==> src/rtl/vbar_pkg.sv <==
package vbar_pkg;

   localparam int unsigned VBAR_REG_W = 32;

   // register select for both the write and the read port
   typedef enum logic {
      SEL_BASE  = 1'b0,
      SEL_LIMIT = 1'b1
   } vbar_sel_e;

   // fixed attribute field positions in the base read word
   localparam int unsigned ATTR_MEM_BIT  = 0;
   localparam int unsigned ATTR_PF_BIT   = 3;
   localparam int unsigned ATTR_FIELD_W  = 4;

endpackage

==> src/rtl/vbar_byte_merge.sv <==
module vbar_byte_merge #(
   parameter int unsigned DATA_W = 32
) (
   input  logic [DATA_W-1:0]   old_val,
   input  logic [DATA_W-1:0]   new_val,
   input  logic [DATA_W/8-1:0] lane_en,
   output logic [DATA_W-1:0]   merged
);
   localparam int unsigned LANES = DATA_W / 8;

   for (genvar g = 0; g < LANES; g++) begin : g_lane
      assign merged[g*8 +: 8] = lane_en[g] ? new_val[g*8 +: 8] : old_val[g*8 +: 8];
   end

endmodule

==> src/rtl/vbar_limit_reg.sv <==
module vbar_limit_reg #(
   parameter int unsigned DATA_W  = 32,
   parameter int unsigned MIN_LSB = 4
) (
   input  logic               clk,
   input  logic               rst_n,
   input  logic               wr_en,
   input  logic [DATA_W/8-1:0] wr_be,
   input  logic [DATA_W-1:0]  wr_data,
   output logic [DATA_W-1:0]  mask_q,
   output logic [DATA_W-1:0]  mask_d
);
   logic [DATA_W-1:0] merged;
   logic [DATA_W-1:0] prefix;

   vbar_byte_merge #(.DATA_W(DATA_W)) u_merge (
      .old_val (mask_q),
      .new_val (wr_data),
      .lane_en (wr_be),
      .merged  (merged)
   );

   // running OR upward from the lowest writable bit: every bit at or above
   // the lowest set bit becomes one, giving a contiguous top-aligned mask
   always_comb begin
      logic acc;
      acc = 1'b0;
      for (int i = 0; i < int'(DATA_W); i++) begin
         if (i >= int'(MIN_LSB)) acc = acc | merged[i];
         prefix[i] = acc;
      end
   end

   assign mask_d = wr_en ? prefix : mask_q;

   always_ff @(posedge clk or negedge rst_n) begin
      if (!rst_n) mask_q <= '0;
      else        mask_q <= mask_d;
   end

   // stored mask is always ones from the top down to one bit (or empty)
   a_r4_limit_contig: assert property (@(posedge clk) disable iff (!rst_n)
      $onehot0(DATA_W'(~mask_q + 1'b1)))
      else $error("limit mask not contiguous");

   a_r4_limit_low_zero: assert property (@(posedge clk) disable iff (!rst_n)
      mask_q[MIN_LSB-1:0] == '0)
      else $error("limit bits below minimum size set");

endmodule

==> src/rtl/vbar_base_reg.sv <==
module vbar_base_reg #(
   parameter int unsigned DATA_W = 32
) (
   input  logic               clk,
   input  logic               rst_n,
   input  logic               wr_en,
   input  logic [DATA_W/8-1:0] wr_be,
   input  logic [DATA_W-1:0]  wr_data,
   input  logic [DATA_W-1:0]  lim_q,
   input  logic [DATA_W-1:0]  lim_d,
   output logic [DATA_W-1:0]  base_q
);
   logic [DATA_W-1:0] merged;
   logic [DATA_W-1:0] base_d;

   vbar_byte_merge #(.DATA_W(DATA_W)) u_merge (
      .old_val (base_q),
      .new_val (wr_data),
      .lane_en (wr_be),
      .merged  (merged)
   );

   // next limit value gates the store, so a shrinking limit drops bits at once
   assign base_d = (wr_en ? merged : base_q) & lim_d;

   always_ff @(posedge clk or negedge rst_n) begin
      if (!rst_n) base_q <= '0;
      else        base_q <= base_d;
   end

   // no stored base bit lies outside the current limit mask
   a_r5_base_within_limit: assert property (@(posedge clk) disable iff (!rst_n)
      (base_q & ~lim_q) == '0)
      else $error("base bit set outside limit mask");

endmodule

==> src/rtl/vbar_hit_cmp.sv <==
module vbar_hit_cmp #(
   parameter int unsigned DATA_W = 32
) (
   input  logic [DATA_W-1:0] bus_addr,
   input  logic [DATA_W-1:0] base_q,
   input  logic [DATA_W-1:0] lim_q,
   output logic              hit
);
   logic window_on;
   logic match;

   assign window_on = |lim_q;
   assign match     = ((bus_addr ^ base_q) & lim_q) == '0;
   assign hit       = window_on & match;

endmodule

==> src/rtl/vbar_window.sv <==
module vbar_window
   import vbar_pkg::*;
#(
   parameter int unsigned DATA_W   = VBAR_REG_W,
   parameter int unsigned MIN_LSB  = 4,
   parameter bit          PREFETCH = 1'b1
) (
   input  logic               clk,
   input  logic               rst_n,
   input  logic               wr_en,
   input  logic               wr_sel,
   input  logic [DATA_W/8-1:0] wr_be,
   input  logic [DATA_W-1:0]  wr_data,
   input  logic               rd_sel,
   output logic [DATA_W-1:0]  rd_data,
   input  logic [DATA_W-1:0]  bus_addr,
   output logic               hit
);
   localparam int unsigned LANES = DATA_W / 8;

   if (DATA_W != 32) begin : g_bad_width
      $error("vbar_window: DATA_W must be 32");
   end
   if (MIN_LSB < ATTR_FIELD_W || MIN_LSB > DATA_W - 1) begin : g_bad_lsb
      $error("vbar_window: MIN_LSB out of range");
   end
   if (LANES * 8 != DATA_W) begin : g_bad_lanes
      $error("vbar_window: DATA_W not a byte multiple");
   end

   logic [DATA_W-1:0] lim_q;
   logic [DATA_W-1:0] lim_d;
   logic [DATA_W-1:0] base_q;
   logic [DATA_W-1:0] attr;
   logic              lim_wr;
   logic              base_wr;

   assign lim_wr  = wr_en & (vbar_sel_e'(wr_sel) == SEL_LIMIT);
   assign base_wr = wr_en & (vbar_sel_e'(wr_sel) == SEL_BASE);

   // attribute field: memory space, 32-bit placement, optional prefetch flag
   if (PREFETCH) begin : g_pf
      assign attr = DATA_W'(1) << ATTR_PF_BIT;
   end else begin : g_no_pf
      assign attr = '0;
   end

   vbar_limit_reg #(.DATA_W(DATA_W), .MIN_LSB(MIN_LSB)) u_limit (
      .clk     (clk),
      .rst_n   (rst_n),
      .wr_en   (lim_wr),
      .wr_be   (wr_be),
      .wr_data (wr_data),
      .mask_q  (lim_q),
      .mask_d  (lim_d)
   );

   vbar_base_reg #(.DATA_W(DATA_W)) u_base (
      .clk     (clk),
      .rst_n   (rst_n),
      .wr_en   (base_wr),
      .wr_be   (wr_be),
      .wr_data (wr_data),
      .lim_q   (lim_q),
      .lim_d   (lim_d),
      .base_q  (base_q)
   );

   vbar_hit_cmp #(.DATA_W(DATA_W)) u_hit (
      .bus_addr (bus_addr),
      .base_q   (base_q),
      .lim_q    (lim_q),
      .hit      (hit)
   );

   always_comb begin
      if (vbar_sel_e'(rd_sel) == SEL_LIMIT) rd_data = lim_q;
      else if (lim_q == '0)                 rd_data = '0;
      else                                  rd_data = base_q | attr;
   end

   a_r2_attr_low_zero: assert property (@(posedge clk) disable iff (!rst_n)
      (vbar_sel_e'(rd_sel) == SEL_BASE) |-> (rd_data[2:ATTR_MEM_BIT] == 3'b000))
      else $error("base attribute bits 2:0 not zero");

   a_r3_prefetch_flag: assert property (@(posedge clk) disable iff (!rst_n)
      ((vbar_sel_e'(rd_sel) == SEL_BASE) && (lim_q != '0)) |-> (rd_data[ATTR_PF_BIT] == PREFETCH))
      else $error("prefetch flag wrong");

   a_r9_no_lane_no_change: assert property (@(posedge clk) disable iff (!rst_n)
      (wr_en && (wr_be == '0)) |=> ($stable(base_q) && $stable(lim_q)))
      else $error("write without lanes changed state");

   a_r11_no_hit_disabled: assert property (@(posedge clk) disable iff (!rst_n)
      hit |-> (lim_q != '0))
      else $error("hit with disabled window");

endmodule

==> config.mk <==
export PLATFORM = sky130hd
export DESIGN_NAME = vbar_window
export DESIGN_NICKNAME = d
export VERILOG_FILES = /design/src/rtl/vbar_pkg.sv /design/src/rtl/vbar_byte_merge.sv /design/src/rtl/vbar_limit_reg.sv /design/src/rtl/vbar_base_reg.sv /design/src/rtl/vbar_hit_cmp.sv /design/src/rtl/vbar_window.sv
export SDC_FILE = /design/constraint.sdc
export NUM_CORES = 1
export LEC_CHECK = 0
export ABC_AREA = 1
export BUFFER_PORTS_ARGS = -buffer_cell sky130_fd_sc_hd__buf_2
export CORE_UTILIZATION = 35
export CTS_CLUSTER_SIZE = 8
export DETAILED_ROUTE_END_ITERATION = 10
export GPL_TIMING_DRIVEN = 0
export PLACE_DENSITY = 0.64
export SYNTH_ARGS = -nofsm -noshare
export SYNTH_HDL_FRONTEND = slang
export SYNTH_HIERARCHICAL = 1
export SYNTH_SLANG_ARGS = --single-unit
==> constraint.sdc <==
create_clock -name clk -period 2.22 [get_ports clk]
set_input_delay 0.111 -clock clk [delete_from_list [all_inputs] [get_ports clk]]
set_output_delay 0.111 -clock clk [all_outputs]
set_load 0.02 [all_outputs]
==> reports/qor.txt <==
status - complete, but fails checks
violated checks - setup timing
Clk network pwr share - 37.6%
placed cell area - 0.00588 mm^2
Layout Nets - 1090
switching portion of total power - 33.8%
CORE AREA - 0.0141 mm^2
max cap viols - 0
Die Ht - 123 um
gr ovfl total - 0
cell at the slowest stage of the critical path - dfrtp_2
Longest Clk Path Bufs - 2
CP Cell Sequence - nand2_2, nand2_2, nor2_1, nand4_1, nor2_2, nand4_2, nor2_4, nand4_4, nor2_4, nand4_4, nor2_4, nand4_4, nor2_4, nand4_4, nor2_2, nand3_1, nand2_1, nand2_1, nand2_1, nor2_1
fin. max-slew vios - 0
Final Setup Violations - 20
fill count - 1518
pwr/cell area - 614 mW/mm^2
min-delay worst type - in -> reg
Seq pwr share - 36.2%
largest net degree at the start of global routing - 65
global-route wire length before repair - 26.1 mm
R2R cell count - 20
routed wire length per instance - 14.2 um
period utilisation layout - 116%
Core Util, Final - 45.4%
I/O pins - 106
reg2reg end - u_base/base_q[31]
syn_nets - 958
Setup crit start - u_limit/mask_q[4]
CTS tree - built
worst setup path endpoint - u_base/base_q[31]
DR vias - 5658
crit path launch type - register
clk sinks - 64
Area Growth Syn to Fin - 24.4%
min cycle time layout - 2.58 ns
FP Rows - 43
Critical Path Max Stage Delay - 0.41 ns
# DRC - 0
GRT Total Usage - 23.2%
Slew headroom - 41.4%
data arrival time of the critical path - 2.81 ns
switching power total - 1330 uW
Worst-path clk slew - 0.06 ns
initial antenna violation count - 0
CP required - 2.45 ns
worst skew pair latency - 0.34 ns
Setup Crit Path Kind - reg -> reg
fin area - 0.00641 mm^2
Iteration-0 DRC Markers - 390
worst setup margin - -0.360 ns
Ant. Diodes - 0
WL final - 17.1 mm
Die X - 123 um
layout cell share with drive strength beyond 1 - 19.6%
Post-Syn Area per Cell - 5.82 um^2
Mapped Cells - 885
Post-DRT Antenna Nets - 0
gpl congestion - 0.883
Hold Violations, Final - 0
critical path endpoint category - register
FMAX - 388 MHz
RSZ-0062 raised after global routing - yes
Ys Warns - 6
Least-Margin Pin Slew - 0.879 ns
Post-DP HPWL - 12.2 mm
CTS Buf Count - 9
Vias/cell - 4.71
H-tree depth - 3
first drt pass iteration count - 5
PortBufs - 100
critical path fanouts, max - 3
Int Power - 2610 uW
Worst R2R Setup Slack - -0.36 ns
peak supply drop - 352 uV
Leak - 0.00379 uW
Die ar. - 0.0152 mm^2
Synth Cell Area - 0.00515 mm^2
Combinational Power Share - 26.2%
initial cell density of the core - 36.5%
clock skew - 0.00949 ns
root buf cell - clkbuf_16
vias in the first global route - 4962
reg-to-reg startpoint - u_limit/mask_q[4]
## worst max-delay path, delay by kind of cell (launching register included)
kind          cells  cell delay (ns)
simple gates     20             2.06
flops             1             0.41
## layout by cell type, fill, tap and decap left out, types with 2 or more instances in the layout
| cell type | count |
|---|---|
| nand4_4 | 4 |
| nand2_2 | 4 |
| nor2_1 | 132 |
| buf_6 | 20 |
| or2_0 | 3 |
| clkbuf_1 | 9 |
| nor2_4 | 4 |
| o21ai_2 | 2 |
| clkbuf_8 | 3 |
| inv_2 | 10 |
| buf_2 | 102 |
| inv_1 | 116 |
| clkbuf_16 | 9 |
| o21ai_1 | 2 |
| and2_1 | 2 |
| dfrtp_1 | 62 |
| nor4_2 | 2 |
| clkinv_2 | 2 |
| nand3_1 | 56 |
| nor4_1 | 2 |
| xor2_1 | 2 |
| nand4_1 | 9 |
| a21oi_1 | 4 |
| dfrtp_2 | 2 |
| buf_4 | 20 |
| or2_1 | 4 |
| nand2_1 | 402 |
| a31oi_1 | 8 |
| nand3_2 | 4 |
| nor2_2 | 8 |
| o21ai_0 | 5 |
## worst min path at each step
stage | slack [ns] | depth (start not counted) | startpoint | to
final | 0.16 | 7 | wr_data[2] | u_base/base_q[2]
after global routing | 0.21 | 7 | wr_data[20] | u_base/base_q[20]
after CTS | 0.15 | 7 | wr_data[6] | u_base/base_q[6]
after detailed placement | 0.29 | 1 | rst_n | u_base/base_q[10]
after global placement | 0.50 | 7 | wr_data[3] | u_base/base_q[3]
after floorplan | -0.18 | 0 | rst_n | u_base/base_q[0]
## layer usage
metal | part of all wire [%] | routed length (um) | GRT usage (%) | vias up
met3 | 6.3 | 1070 | 2.77 | 14
met5 | 0 | 0 | 0 | -
li1 | - | - | - | 2917
met4 | 1.3 | 227 | 7.15 | 0
met2 | 48 | 8190 | 37.8 | 185
met1 | 44 | 7600 | 31.9 | 2542
## through the flow
stage | TNS (ns) | hold WS (ns) | power (uW) | worst slack, ns | std cells
4_1_cts | -5.06 | 0.152 | 3950 | -0.433 | 1195
5_1_grt | -8.22 | 0.211 | 4150 | -0.613 | 1201
2_1_floorplan | -0.247 | -0.185 | 2070 | -0.103 | 885
3_3_place_gp | -4.65 | 0.505 | 2420 | -0.476 | 1165
6_report | -4.44 | 0.162 | 3930 | -0.360 | 1201
3_5_place_dp | -5.21 | 0.294 | 2440 | -0.516 | 1165
## power groups by stage
stage	clock network, uW	logic [uW]	registers, uW
2_1_floorplan	0	663	1410
3_3_place_gp	0	969	1450
3_5_place_dp	0	982	1450
4_1_cts	1500	1030	1420
5_1_grt	1540	1160	1450
6_report	1480	1030	1430
## registers in the layout, indices dropped and copies added, names as in the netlist
| signal | count |
|---|---|
| u_base/base_q | 32 |
| u_limit/mask_q | 32 |
## layout make-up
class | count | area, um^2 | area share, %
repair buffers | 121 | 671 | 10.5
multi-input cells | 664 | 2870 | 44.8
plain buffers | 31 | 259 | 4.04
clock inverters | 3 | 40.0 | 0.625
inverters | 126 | 473 | 7.38
flip-flops and latches | 64 | 1600 | 25.0
clock buffers | 12 | 267 | 4.16
well taps | 180 | 225 | 3.52
## repair_timing
action,4_1_cts,5_1_grt
buffers inserted,14,6
hold buffers,1,0
endpoints found under the hold margin,64,0
pin swaps,14,16
endpoints found under the setup margin,18,25
gates resized for setup,7,9
No activity file was read; power rests on OpenSTA's default activity.
